**config.mk**
```make
export PLATFORM = sky130hd
export DESIGN_NAME = tagchk_unit
export DESIGN_NICKNAME = d
export VERILOG_FILES = /design/src/rtl/tagchk_pkg.sv /design/src/rtl/tagchk_store.sv /design/src/rtl/tagchk_fill.sv /design/src/rtl/tagchk_check.sv /design/src/rtl/tagchk_unit.sv
export SDC_FILE = /design/constraint.sdc
export NUM_CORES = 1
export LEC_CHECK = 0
export BUFFER_PORTS_ARGS = -buffer_cell sky130_fd_sc_hd__buf_4
export CAP_MARGIN = 5
export CORE_ASPECT_RATIO = 0.7
export CORE_MARGIN = 4
export CORE_UTILIZATION = 55
export CTS_BUF_LIST = sky130_fd_sc_hd__clkbuf_8
export CTS_CLUSTER_SIZE = 20
export DETAILED_ROUTE_END_ITERATION = 10
export MAX_ROUTING_LAYER = met4
export PLACE_DENSITY = 0.82
export SKIP_CTS_REPAIR_TIMING = 1
export SYNTH_ARGS = -nofsm -noshare
export SYNTH_HDL_FRONTEND = slang
export SYNTH_SLANG_ARGS = --single-unit
```
**constraint.sdc**
```tcl
create_clock -name clk -period 3.5 [get_ports clk]
set_clock_uncertainty 0.2 [all_clocks]
set_input_delay 0.35 -clock clk [delete_from_list [all_inputs] [get_ports clk]]
set_output_delay 0.35 -clock clk [all_outputs]
set_load 0.05 [all_outputs]
```
**src/rtl/tagchk_pkg.sv**
```systemverilog
package tagchk_pkg;
   localparam int unsigned TAG_BITS = 4;
   typedef logic [TAG_BITS-1:0] mtag_t;
endpackage

```
**src/rtl/tagchk_store.sv**
```systemverilog
module tagchk_store
   import tagchk_pkg::*;
#(
   parameter int unsigned IDX_W = 6,
   localparam int unsigned DEPTH = 1 << IDX_W
) (
   input  logic             clk,
   input  logic             rst_n,
   input  logic             wr_en,
   input  logic [IDX_W-1:0] wr_idx,
   input  mtag_t            wr_tag,
   input  logic [IDX_W-1:0] rd_idx,
   output mtag_t            rd_tag
);
   logic [DEPTH*TAG_BITS-1:0] ent_flat;

   for (genvar e = 0; e < DEPTH; e++) begin : g_ent
      mtag_t ent_q;
      always_ff @(posedge clk or negedge rst_n) begin
         if (!rst_n) ent_q <= '0;
         else if (wr_en && wr_idx == IDX_W'(e)) ent_q <= wr_tag;
      end
      assign ent_flat[e*TAG_BITS +: TAG_BITS] = ent_q;
   end

   assign rd_tag = ent_flat[rd_idx*TAG_BITS +: TAG_BITS];
endmodule

```
**src/rtl/tagchk_fill.sv**
```systemverilog
module tagchk_fill
   import tagchk_pkg::*;
#(
   parameter int unsigned ADDR_W    = 64,
   parameter int unsigned GRAN_LOG2 = 4,
   parameter int unsigned IDX_W     = 6,
   parameter int unsigned CNT_W     = 8
) (
   input  logic              clk,
   input  logic              rst_n,
   input  logic              set_valid,
   input  logic [ADDR_W-1:0] set_addr,
   input  logic [CNT_W-1:0]  set_count,
   input  mtag_t             set_tag,
   output logic              busy,
   output logic              wr_en,
   output logic [IDX_W-1:0]  wr_idx,
   output mtag_t             wr_tag
);
   logic [IDX_W-1:0] idx_q;
   logic [CNT_W-1:0] left_q;
   mtag_t            tag_q;
   logic             accept;
   logic             unused_bits;

   assign busy   = (left_q != '0);
   assign accept = set_valid && !busy;
   assign unused_bits = ^{set_addr[ADDR_W-1:GRAN_LOG2+IDX_W], set_addr[GRAN_LOG2-1:0]};

   always_ff @(posedge clk or negedge rst_n) begin
      if (!rst_n) begin
         idx_q  <= '0;
         left_q <= '0;
         tag_q  <= '0;
      end else if (accept) begin
         idx_q  <= set_addr[GRAN_LOG2 +: IDX_W];
         left_q <= set_count;
         tag_q  <= set_tag;
      end else if (busy) begin
         idx_q  <= idx_q + 1'b1;
         left_q <= left_q - 1'b1;
      end
   end

   assign wr_en  = busy;
   assign wr_idx = idx_q;
   assign wr_tag = tag_q;

   assert_busy_after_accept_R5: assert property (@(posedge clk) disable iff (!rst_n)
      (set_valid && !busy && set_count != '0) |=> busy);
   assert_zero_count_idle_R6: assert property (@(posedge clk) disable iff (!rst_n)
      (set_valid && !busy && set_count == '0) |=> !busy);
   assert_target_advances_R7: assert property (@(posedge clk) disable iff (!rst_n)
      (busy && !$past(accept) && $past(busy)) |-> (wr_idx == $past(wr_idx) + 1'b1));
endmodule

```
**src/rtl/tagchk_check.sv**
```systemverilog
module tagchk_check
   import tagchk_pkg::*;
#(
   parameter int unsigned ADDR_W    = 64,
   parameter int unsigned GRAN_LOG2 = 4,
   parameter int unsigned IDX_W     = 6,
   parameter int unsigned TAG_LSB   = 56
) (
   input  logic              clk,
   input  logic              rst_n,
   input  logic              chk_en,
   input  logic              req_valid,
   input  logic [ADDR_W-1:0] req_addr,
   output logic [IDX_W-1:0]  rd_idx,
   input  mtag_t             mem_tag,
   output logic              rsp_valid,
   output logic              rsp_grant,
   output logic              rsp_fault,
   input  logic              flt_clr,
   output logic              flt_valid,
   output logic [ADDR_W-1:0] flt_addr,
   output mtag_t             flt_ptr_tag,
   output mtag_t             flt_mem_tag
);
   mtag_t ptr_tag;
   logic  fault_now;
   logic  capture;

   assign rd_idx    = req_addr[GRAN_LOG2 +: IDX_W];
   assign ptr_tag   = req_addr[TAG_LSB +: TAG_BITS];
   assign fault_now = req_valid && chk_en && (ptr_tag != mem_tag);
   assign capture   = fault_now && (!flt_valid || flt_clr);

   always_ff @(posedge clk or negedge rst_n) begin
      if (!rst_n) begin
         rsp_valid <= 1'b0;
         rsp_grant <= 1'b0;
         rsp_fault <= 1'b0;
      end else begin
         rsp_valid <= req_valid;
         rsp_grant <= req_valid && !fault_now;
         rsp_fault <= fault_now;
      end
   end

   always_ff @(posedge clk or negedge rst_n) begin
      if (!rst_n) begin
         flt_valid   <= 1'b0;
         flt_addr    <= '0;
         flt_ptr_tag <= '0;
         flt_mem_tag <= '0;
      end else if (capture) begin
         flt_valid   <= 1'b1;
         flt_addr    <= req_addr;
         flt_ptr_tag <= ptr_tag;
         flt_mem_tag <= mem_tag;
      end else if (flt_clr) begin
         flt_valid   <= 1'b0;
      end
   end

   assert_rsp_next_cycle_R4: assert property (@(posedge clk) disable iff (!rst_n)
      req_valid |=> rsp_valid);
   assert_no_stray_rsp_R4: assert property (@(posedge clk) disable iff (!rst_n)
      !req_valid |=> !rsp_valid);
   assert_one_verdict_R4: assert property (@(posedge clk) disable iff (!rst_n)
      rsp_valid |-> (rsp_grant != rsp_fault));
   assert_disabled_grants_R8: assert property (@(posedge clk) disable iff (!rst_n)
      (req_valid && !chk_en) |=> (rsp_grant && !rsp_fault));
   assert_fault_held_R9: assert property (@(posedge clk) disable iff (!rst_n)
      (flt_valid && !flt_clr) |=> (flt_valid && $stable(flt_addr) &&
                                   $stable(flt_ptr_tag) && $stable(flt_mem_tag)));
   assert_record_needs_fault_R9: assert property (@(posedge clk) disable iff (!rst_n)
      $rose(flt_valid) |-> rsp_fault);
   assert_clear_drops_R10: assert property (@(posedge clk) disable iff (!rst_n)
      (flt_clr && !req_valid) |=> !flt_valid);
endmodule

```
**src/rtl/tagchk_unit.sv**
```systemverilog
module tagchk_unit
   import tagchk_pkg::*;
#(
   parameter int unsigned ADDR_W    = 64,
   parameter int unsigned GRAN_LOG2 = 4,
   parameter int unsigned IDX_W     = 6,
   parameter int unsigned CNT_W     = 8,
   parameter int unsigned TAG_LSB   = 56
) (
   input  logic              clk,
   input  logic              rst_n,
   input  logic              chk_en,
   input  logic              set_valid,
   input  logic [ADDR_W-1:0] set_addr,
   input  logic [CNT_W-1:0]  set_count,
   input  logic [3:0]        set_tag,
   output logic              set_busy,
   input  logic              req_valid,
   input  logic [ADDR_W-1:0] req_addr,
   output logic              rsp_valid,
   output logic              rsp_grant,
   output logic              rsp_fault,
   input  logic              flt_clr,
   output logic              flt_valid,
   output logic [ADDR_W-1:0] flt_addr,
   output logic [3:0]        flt_ptr_tag,
   output logic [3:0]        flt_mem_tag
);
   if (TAG_LSB + TAG_BITS > ADDR_W) begin : g_bad_tag_pos
      $error("tag field exceeds address width");
   end
   if (GRAN_LOG2 + IDX_W > TAG_LSB) begin : g_bad_index
      $error("granule index overlaps tag field");
   end
   if (CNT_W < 1) begin : g_bad_count
      $error("count width must be at least one");
   end

   logic             wr_en;
   logic [IDX_W-1:0] wr_idx;
   mtag_t            wr_tag;
   logic [IDX_W-1:0] rd_idx;
   mtag_t            rd_tag;

   tagchk_fill #(.ADDR_W(ADDR_W), .GRAN_LOG2(GRAN_LOG2), .IDX_W(IDX_W), .CNT_W(CNT_W)) u_fill (
      .clk(clk), .rst_n(rst_n), .set_valid(set_valid), .set_addr(set_addr),
      .set_count(set_count), .set_tag(set_tag), .busy(set_busy),
      .wr_en(wr_en), .wr_idx(wr_idx), .wr_tag(wr_tag));

   tagchk_store #(.IDX_W(IDX_W)) u_store (
      .clk(clk), .rst_n(rst_n), .wr_en(wr_en), .wr_idx(wr_idx), .wr_tag(wr_tag),
      .rd_idx(rd_idx), .rd_tag(rd_tag));

   tagchk_check #(.ADDR_W(ADDR_W), .GRAN_LOG2(GRAN_LOG2), .IDX_W(IDX_W), .TAG_LSB(TAG_LSB)) u_check (
      .clk(clk), .rst_n(rst_n), .chk_en(chk_en), .req_valid(req_valid), .req_addr(req_addr),
      .rd_idx(rd_idx), .mem_tag(rd_tag), .rsp_valid(rsp_valid), .rsp_grant(rsp_grant),
      .rsp_fault(rsp_fault), .flt_clr(flt_clr), .flt_valid(flt_valid), .flt_addr(flt_addr),
      .flt_ptr_tag(flt_ptr_tag), .flt_mem_tag(flt_mem_tag));
endmodule

```
==> metrics.md, run 1 <==
| Metric | Value |
|---|---|
| Top FF cell, synth | dfrtp_1 |
| CP max FO | 13 |
| Die area | 31400 um^2 |
| Synthesis-stage register bit count | 346 |
| Top post-synthesis cells by area | dfrtp_1, mux2_2, mux4_2 |
| Die X | 210 um |
| Worst-path cell chain | mux4_2 -> mux4_2 -> a21o_1 -> o211ai_1 -> nand4b_1 -> o31ai_4 -> buf_6 -> clkbuf_16 -> mux2_2 |
| Top delay family on crit path | multiplexers |
| CTS root buf | clkbuf_8 |
| FF-to-FF End | u_check.flt_addr[11] |
| Setup Crit Path Kind | flop to flop |
| Min Tclk post-route | 3520 ps |
| # DRC | 0 |
| Buf/Inv on CP | 2 |
| CTS clk-pin slew, worst paths | 80 ps |
| Top cell type's share of synthesized area | 55.0% |
| Max clock buf depth | 3 |
| WHS | 17.0 ps |
| Most frequent cells in the layout | dfrtp_1, mux2_2, buf_4 |
| P per Cell Area | 478 nW/um^2 |
| Clk sink count | 346 |
| Total Power Consumption | 9310 uW |
| Antenna Nets Post-Route | 0 |
| Dominant cell type by area after synthesis | dfrtp_1 |
| Hpwl dp | 25300 um |
| Critical Path Max Stage Delay | 500 ps |
| Core Area | 28000 um^2 |
| Worst Setup SP | u_store.g_ent[14].ent_q[3] |
| Hold worst-path end | u_fill.left_q[7] |
| Worst hold path class | input port to flop |
| Headroom to the max-slew limit | 18.2% |
| Vias in the first global route | 10500 |
| I/O Buffers | 164 |
| Skew-Pair Late Insertion Delay | 590 ps |
| CTS tree | built |
| Outcome | complete, but fails checks |
| CP Launch Type | flop |
| Synth-to-Final Area Change | 23.8% |
| Unique masters post-synth | 54 |
| Initial antenna violation count | 0 |
| Post-Syn Area per Cell | 14.4 um^2 |
| Crit. End Element | flop |
| Metal-1 WL | 17500 um |
| Leak | 0.00938 uW |
| First-iteration detailed-routing DRC count | 815 |
| TNS Setup | -15.4 ps |
| Routed wire length per instance | 23.2 um |
| Least-Margin Pin Slew | 1230 ps |
| Wire length on met2 | 19600 um |
| Setup WS post-layout | -15.4 ps |
| Top layer in use | met4 |
| Vias | 10600 |
| Post-Syn Area | 15700 um^2 |
| Cell Rows | 51 |
| Final-report hold violation count | 0 |
| Seq/Total Area, Yosys | 55.0% |
| First-pass GRT wire length | 59000 um |
| Synthesis Warnings | 0 |
| Num CTS Buffers | 51 |
| Slew Limit Fails | 0 |
| Layout cells sized above 1 | 48.4% |
| Failing checks | negative setup slack |
| Hold Startpoint | set_count[7] |
| Most used cell, CP | mux4_2 |
| Crit share post-route | 100% |
| Starting Density | 56.2% |
| Largest net degree at the start of global routing | 76 |
| Ys async rst share | 100% |
| GPL Wtd Cong | 0.847 |
| Final net count | 1511 |
| FF-to-FF path depth | 9 |
| Layout fillers | 1813 |
| R2r setup slk | -20 ps |
| Max Clock Freq | 0.284 GHz |
| Syn nets | 1241 |
| EDFF count, synth | 0 |
| GR Overflow Total | 0 |
| Final core area utilization | 69.5% |
| N_diodes | 0 |
| Met3 WL | 3010 um |
| Commonest non-fill, non-tap cell in the layout | dfrtp_1 |
| Max-Cap Viols | 0 |
| Final Setup Violations | 1 |
| I/O Pins | 223 |
| Min-Delay Path Depth | 5 |
| Tot GR Track Use | 24.5% |
| Crit path max-delay cell type | mux4_2 |
| Worst r2r src | u_store.g_ent[14].ent_q[3] |
| Synth Instances | 1090 |
| H-tree depth | 2 |
| Crit path DAT | 3790 ps |
| Finished Cell Area | 19500 um^2 |
| Post-Route WL | 41100 um |
| Vias per inst | 5.98 |
| Peak VDD IR | 315 uV |
| Die Y | 150 um |
| Placed Area | 17500 um^2 |
| CP required | 3770 ps |
| Initial DRT Pass Iterations | 5 |
-- cells by family (layout without fill, tap and decap cells) --
group | count (synthesis) | after routing | share of synthesized area [%]
AND/OR/NAND/NOR | 173 | 173 | 5.19
XOR/XNOR | 2 | 2 | 0.111
adder cells (fa/ha/maj) | 5 | 5 | 0.398
multiplexers | 403 | 403 | 33.3
flip-flops | 346 | 346 | 55.0
AO/OA/AOI/OAI | 68 | 68 | 3.15
buffers and inverters | 93 | 402 | 2.78
-- registers in the layout (all words and copies together), names as in the netlist --
signal / flops
u_check.rsp_fault: 1
u_check.rsp_valid: 1
u_check.flt_addr: 61
u_check.flt_ptr_tag: 3
u_check.flt_valid: 1
u_check.rsp_grant: 1
u_fill.left_q: 8
u_fill.wr_tag: 4
u_fill.wr_idx: 6
u_store.g_ent.ent_q: 256
u_check.flt_mem_tag: 4
-- layout make-up --
type	count	area, um^2	share of cell area, %
sequential	346	8660	44.5
multi-input combinational	651	6650	34.1
timing repair buffer	297	2580	13.3
clock buffer	69	950	4.88
tap	371	464	2.38
clock inverter	23	119	0.610
inverter	13	48.8	0.251
-- Yosys cell counts, types with 3 or more instances --
| cell | number |
|---|---|
| mux4_2 | 64 |
| a21oi_1 | 15 |
| a22oi_1 | 3 |
| mux2i_1 | 11 |
| nand3b_1 | 4 |
| o22ai_1 | 7 |
| buf_2 | 11 |
| or3_1 | 6 |
| clkbuf_1 | 49 |
| nor2_1 | 58 |
| nand2b_1 | 7 |
| dfrtp_1 | 346 |
| buf_4 | 10 |
| o211ai_1 | 5 |
| nor2b_1 | 8 |
| inv_1 | 12 |
| a311oi_1 | 4 |
| o21ai_0 | 8 |
| a211oi_1 | 3 |
| nand2_1 | 34 |
| mux2_1 | 18 |
| mux2_2 | 310 |
| buf_6 | 5 |
| nand4_1 | 4 |
| ha_1 | 5 |
| buf_1 | 5 |
| o211a_1 | 3 |
| nor3_1 | 9 |
| a31oi_1 | 3 |
| nand3_1 | 32 |
-- how the worst max path moves through the flow --
| stage | end | slack, ps | cells after the start |
|---|---|---|---|
| global placement | u_check.flt_addr[38] | -170 | 11 |
| finish | u_check.flt_addr[11] | -20 | 9 |
| detailed placement | u_check.flt_addr[42] | -210 | 11 |
| global route | u_check.flt_addr[11] | -30 | 11 |
| CTS | u_check.flt_addr[8] | -40 | 10 |
| floorplan | u_check.flt_ptr_tag[0] | 150 | 12 |
-- worst reg2reg max path, cell delays in order, from the launching register on --
cell and delay [ps]:
dfrtp_1 400, mux4_2 500, mux4_2 470, a21o_1 280, o211ai_1 210, nand4b_1 230, o31ai_4 360, buf_6 190
clkbuf_16 190, mux2_2 380
-- metrics by stage --
stage / instances / worst slack [ps]
final: 1770 / -15.4
after global routing: 1770 / -25.4
after CTS: 1685 / -42.5
after detailed placement: 1593 / -212
after global placement: 1593 / -168
after floorplan: 1090 / 148
-- report_power, final --
| group | internal [uW] | switching, uW |
|---|---|---|
| logic | 576 | 1060 |
| clock network | 1820 | 1570 |
| registers | 4170 | 109 |
| total | 6570 | 2730 |
-- metal layers --
layer,GRT usage (%),vias to the layer above
li1,-,4540
met1,35.4,5511
met2,35.8,461
met3,5.53,80
met4,6.13,0
met5,-,-
Power figures use the tool's default switching activity.
==> run 2, diff against run 1 <==
--- a/config.mk
+++ b/config.mk
@@ -15,6 +15,8 @@
 export DETAILED_ROUTE_END_ITERATION = 10
 export MAX_ROUTING_LAYER = met4
 export PLACE_DENSITY = 0.82
+export RECOVER_POWER = 50
+export SETUP_SLACK_MARGIN = 0.3
 export SKIP_CTS_REPAIR_TIMING = 1
 export SYNTH_ARGS = -nofsm -noshare
 export SYNTH_HDL_FRONTEND = slang
==> metrics.md, run 2 (synthesis results as in run 1) <==
| Metric | Value |
|---|---|
| Outcome | complete, but fails checks |
| Failing checks | negative hold slack, max-capacitance violations, max-slew violations |
| FF-to-FF path depth | 9 (unchanged) |
| Final-report hold violation count | 1 (+1) |
| Die Y | 150 um (unchanged) |
| Most frequent cells in the layout | dfrtp_1, mux2_2, buf_4 |
| Skew-Pair Late Insertion Delay | 600 ps (about the same) |
| Metal-1 WL | 17800 um (+1.6%) |
| Least-Margin Pin Slew | 1640 ps (+412 ps) |
| Met3 WL | 2940 um (-2.5%) |
| Die X | 210 um (unchanged) |
| Crit path DAT | 3750 ps (-40 ps) |
| Setup Crit Path Kind | flop to flop |
| Headroom to the max-slew limit | -9.29% (-27 points) |
| Slew Limit Fails | 125 (+125) |
| RSZ-0062 raised after global routing | true |
| Final Setup Violations | 0 (-1) |
| Cell Rows | 51 (unchanged) |
| GPL Wtd Cong | 0.869 (+2.6%) |
| Top layer in use | met4 |
| I/O Buffers | 164 (unchanged) |
| Num CTS Buffers | 52 (+2.0%) |
| Min Tclk post-route | 3460 ps (-57.1 ps) |
| Vias | 11000 (+3.4%) |
| CP required | 3790 ps (+20 ps) |
| Synth-to-Final Area Change | 23.9% (about the same) |
| First-pass GRT wire length | 60500 um (+2.5%) |
| Initial DRT Pass Iterations | 5 (unchanged) |
| Commonest non-fill, non-tap cell in the layout | dfrtp_1 |
| Initial antenna violation count | 0 (unchanged) |
| Finished Cell Area | 19500 um^2 (about the same) |
| Max-Cap Viols | 3 (+3) |
| Vias in the first global route | 10800 (+2.7%) |
| Max clock buf depth | 3 (unchanged) |
| Max Clock Freq | 0.289 GHz (+1.7%) |
| Starting Density | 56.2% (unchanged) |
| CTS clk-pin slew, worst paths | 80 ps (about the same) |
| Core Area | 28000 um^2 (unchanged) |
| Largest net degree at the start of global routing | 102 (+34%) |
| Layout fillers | 1813 (unchanged) |
| GR Overflow Total | 0 (unchanged) |
| Flip-flop count of the largest register after layout | 256 (unchanged) |
| Min-Delay Path Depth | 5 (unchanged) |
| Post-Layout Cell Count | 1787 (+0.96%) |
| Crit share post-route | 98.8% (-1.6 points) |
| CP Launch Type | flop |
| FF-to-FF End | u_check.flt_addr[15] |
| Final net count | 1528 (+1.1%) |
| Hold worst-path end | u_fill.left_q[7] |
| Tot GR Track Use | 25.1% (+0.62 points) |
| Biggest regs | u_store.g_ent.ent_q (256), u_check.flt_addr (61), u_fill.left_q (8) |
| Clk sink count | 346 (unchanged) |
| Hold Startpoint | set_count[7] |
| Hpwl dp | 26100 um (+3.4%) |
| Die area | 31400 um^2 (unchanged) |
| Antenna Nets Post-Route | 0 (unchanged) |
| Vias per inst | 6.13 (+2.5%) |
| I/O Pins | 223 (unchanged) |
| Layout cells sized above 1 | 47.4% (-0.97 points) |
| CP max FO | 9 (-4) |
| CTS root buf | clkbuf_8 |
| R2r setup slk | 40 ps (+60 ps) |
| Reg area | 8660 um^2 (unchanged) |
| First-iteration detailed-routing DRC count | 1136 (+39%) |
| H-tree depth | 2 (unchanged) |
| WHS | -2.01 ps (-19.0 ps) |
| Crit. End Element | flop |
| Peak VDD IR | 278 uV (-12%) |
| Worst r2r src | u_store.g_ent[7].ent_q[3] |
| Placed Area | 17600 um^2 (+0.64%) |
| Routed wire length per instance | 23.7 um (+2.1%) |
| Leak | 0.00930 uW (-0.85%) |
| P per Cell Area | 475 nW/um^2 (-0.51%) |
| Worst hold path class | input port to flop |
| CTS tree | built |
| Wire length on met2 | 20300 um (+3.3%) |
| Dpl cells | 1606 (+0.82%) |
| # DRC | 0 (unchanged) |
| Post-Route WL | 42300 um (+3.1%) |
| Multi-input gate area | 6730 um^2 (+1.2%) |
| Most flop-heavy register | u_store.g_ent.ent_q |
-- run 2: worst max path at each step --
stage | from | to | slack [ps] | depth (start not counted)
final | u_store.g_ent[7].ent_q[3] | u_check.flt_addr[15] | 40 | 9
after global routing | u_store.g_ent[0].ent_q[0] | u_check.flt_addr[15] | -50 | 10
after CTS | u_store.g_ent[0].ent_q[0] | u_check.flt_addr[28] | -30 | 9
after detailed placement | req_addr[4] | u_check.flt_addr[7] | -320 | 10
after global placement | req_addr[4] | u_check.flt_addr[26] | -160 | 10
after floorplan | req_addr[4] | u_check.flt_addr[59] | 300 | 12
-- run 2: per-layer routing --
metal	global-route usage, %	vias up
li1	-	4576
met1	35.8	5716
met2	38.6	542
met3	4.21	122
met4	6.03	0
met5	-	-
-- run 2: layout make-up --
class | instances | area share [%]
multi-input combinational | 651 | 34.5
sequential | 346 | 44.4
clock buffer | 69 | 4.87
timing repair buffer | 313 | 12.9
antenna | 1 | 0.0128
clock inverter | 23 | 0.642
inverter | 13 | 0.250
tap | 371 | 2.38
-- run 2: power by group --
part           total (uW)  internal, uW  switching, uW
Sequential           4280          4170            105
Clock                3410          1830           1590
Combinational        1580           510           1070
-- run 2: through the flow --
| stage | total power [uW] | setup TNS [ps] | util [%] | setup slack, ps |
|---|---|---|---|---|
| 2_1_floorplan | 5290 | 0 | - | 301 |
| 3_3_place_gp | 5850 | -8400 | 62.9 | -156 |
| 3_5_place_dp | 5880 | -19140 | 62.9 | -322 |
| 4_1_cts | 9250 | -177 | 66.8 | -25.0 |
| 5_1_grt | 9580 | -230 | 69.6 | -51.1 |
| 6_report | 9270 | 0 | 69.6 | 41.7 |
-- run 2: worst max-delay path, cell delays in order (launching register included) --
cell	delay, ps
dfrtp_1	380
mux4_2	490
mux4_2	490
a21o_1	230
o211ai_1	170
nand4b_1	230
o31ai_4	370
buf_4	220
buf_6	180
mux2_2	380
==> run 3, diff against run 2 <==
==> constraint.sdc (replaced) <==
create_clock -name clk -period 4.35 [get_ports clk]
set_clock_uncertainty 0.2 [all_clocks]
set_input_delay 0.435 -clock clk [delete_from_list [all_inputs] [get_ports clk]]
set_output_delay 0.435 -clock clk [all_outputs]
set_load 0.05 [all_outputs]
==> metrics.md, run 3 (synthesis results as in run 1) <==
| Metric | Value |
|---|---|
| Outcome | complete, but fails checks |
| Failing checks | max-capacitance violations, max-slew violations |
| Core Area | 28000 um^2 (unchanged) |
| Vias in the first global route | 10400 (-4.0%) |
| Clk sink count | 346 (unchanged) |
| Skew-Pair Late Insertion Delay | 580 ps (-20 ps) |
| Most flop-heavy register | u_store.g_ent.ent_q |
| Starting Density | 56.2% (unchanged) |
| CP max FO | 52 (+43) |
| Die Y | 150 um (unchanged) |
| Final-report hold violation count | 0 (-1) |
| Crit path DAT | 3860 ps (+110 ps) |
| Crit share post-route | 82.8% (-16 points) |
| Final Setup Violations | 0 (unchanged) |
| Multi-input gate area | 6640 um^2 (-1.3%) |
| Antenna Nets Post-Route | 0 (unchanged) |
| Num CTS Buffers | 51 (-1.9%) |
| Vias per inst | 5.99 (-2.3%) |
| Hpwl dp | 24900 um (-4.7%) |
| Initial antenna violation count | 0 (unchanged) |
| CTS tree | built |
| Setup Crit Path Kind | flop to flop |
| Max Clock Freq | 0.278 GHz (-4.0%) |
| H-tree depth | 2 (unchanged) |
| N_diodes | 0 (-1) |
| Initial DRT Pass Iterations | 5 (unchanged) |
| Vias | 10400 (-5.4%) |
| RSZ-0062 raised after global routing | false |
| Die area | 31400 um^2 (unchanged) |
| Cell Rows | 51 (unchanged) |
| Post-Layout Cell Count | 1731 (-3.1%) |
| GPL Wtd Cong | 0.857 (-1.4%) |
| Min Tclk post-route | 3600 ps (+143 ps) |
| TNS Setup | 0 ps (unchanged) |
| Worst hold path class | input port to flop |
| P per Cell Area | 386 nW/um^2 (-19%) |
| Slew Limit Fails | 102 (-18%) |
| Layout cells sized above 1 | 42.2% (-5.2 points) |
| Tot GR Track Use | 24.3% (-0.80 points) |
| Crit. End Element | flop |
| Dpl cells | 1568 (-2.4%) |
| FF-to-FF path depth | 9 (unchanged) |
| # DRC | 0 (unchanged) |
| Die X | 210 um (unchanged) |
| Post-Route WL | 39600 um (-6.4%) |
| Headroom to the max-slew limit | -82.4% (-73 points) |
| Flip-flop count of the largest register after layout | 256 (unchanged) |
| Reg area | 8660 um^2 (unchanged) |
| Layout fillers | 1963 (+8.3%) |
| CP required | 4610 ps (+820 ps) |
| Biggest regs | u_store.g_ent.ent_q (256), u_check.flt_addr (61), u_fill.left_q (8) |
| CTS root buf | clkbuf_8 |
| Max-Cap Viols | 1 (-2) |
| Largest net degree at the start of global routing | 105 (+2.9%) |
| R2r setup slk | 750 ps (+710 ps) |
| Max clock buf depth | 3 (unchanged) |
| Final core area utilization | 67.1% (-2.5 points) |
| First-pass GRT wire length | 58500 um (-3.2%) |
| Peak VDD IR | 187 uV (-33%) |
| Routed wire length per instance | 22.9 um (-3.4%) |
| Least-Margin Pin Slew | 2740 ps (+1100 ps) |
| Min-Delay Path Depth | 4 (-1) |
| Most frequent cells in the layout | dfrtp_1, mux2_2, buf_4 |
| GR Overflow Total | 0 (unchanged) |
| Commonest non-fill, non-tap cell in the layout | dfrtp_1 |
| Leak | 0.00889 uW (-4.4%) |
| I/O Buffers | 164 (unchanged) |
| First-iteration detailed-routing DRC count | 835 (-26%) |
| Final net count | 1475 (-3.5%) |
| CTS clk-pin slew, worst paths | 70 ps (about the same) |
| CP Launch Type | flop |
| Synth-to-Final Area Change | 19.5% |
| I/O Pins | 223 (unchanged) |
## run 3: changes by cell type in the layout (fill, tap and decap cells not counted), sizes merged
cell and change:
clkinv +1, bufinv -1, inv -2, buf -72
diode -1, clkinvlp -1, dlygate4sd3 -9, clkbuf +29
## run 3: final timing paths
check,endpoint,from
setup / recovery,u_check.flt_addr[32],u_store.g_ent[1].ent_q[0]
hold / removal,u_fill.wr_idx[0],set_addr[4]
setup reg to reg,u_check.flt_addr[32],u_store.g_ent[1].ent_q[0]
min in group asynchronous,u_store.g_ent[40].ent_q[3],rst_n
max in group asynchronous,u_store.g_ent[10].ent_q[0],rst_n
hold reg to reg,u_fill.left_q[0],u_fill.left_q[0]
## run 3: cell type report
class	count	area share, %
timing repair buffer	261	10.3
tap	371	2.47
multi-input combinational	651	35.3
clock inverter	20	0.473
clock buffer	69	5.05
sequential	346	46.1
inverter	13	0.260
## run 3: worst max-delay path: stages, from the launching register on
cell and delay (ps):
dfrtp_1 410, mux4_2 450, nor2b_1 140, a2111oi_0 530, a31oi_1 210, a32oi_2 310, xnor2_1 180, o31ai_4 300
buf_12 310, mux2_2 420
## run 3: routing by layer
metal  wire length, um  share of wire [%]  vias to the layer above  GRT usage, %
met2             18800                 48                      386          35.4
li1                  -                  -                     4476             -
met4               864                2.2                        0          5.64
met1             17200                 43                     5426          35.7
met5                 0                  0                        -             -
met3              2740                6.9                       80          5.16
## run 3: power breakdown
group | internal (uW) | switching, uW
clock network | 1410 | 1250
registers | 3360 | 81.1
logic | 316 | 842
## run 3: metrics by stage
stage / setup slack (ps) / total power [uW] / cell area [um^2] / hold slack (ps)
after detailed placement: 352 / 4700 / 17300 / 269
after global routing: 639 / 7510 / 18800 / 26.5
after CTS: 811 / 7340 / 18300 / -267
after floorplan: 913 / 4250 / 15700 / -60.6
after global placement: 420 / 4680 / 17300 / 258
final: 749 / 7260 / 18800 / 19.4
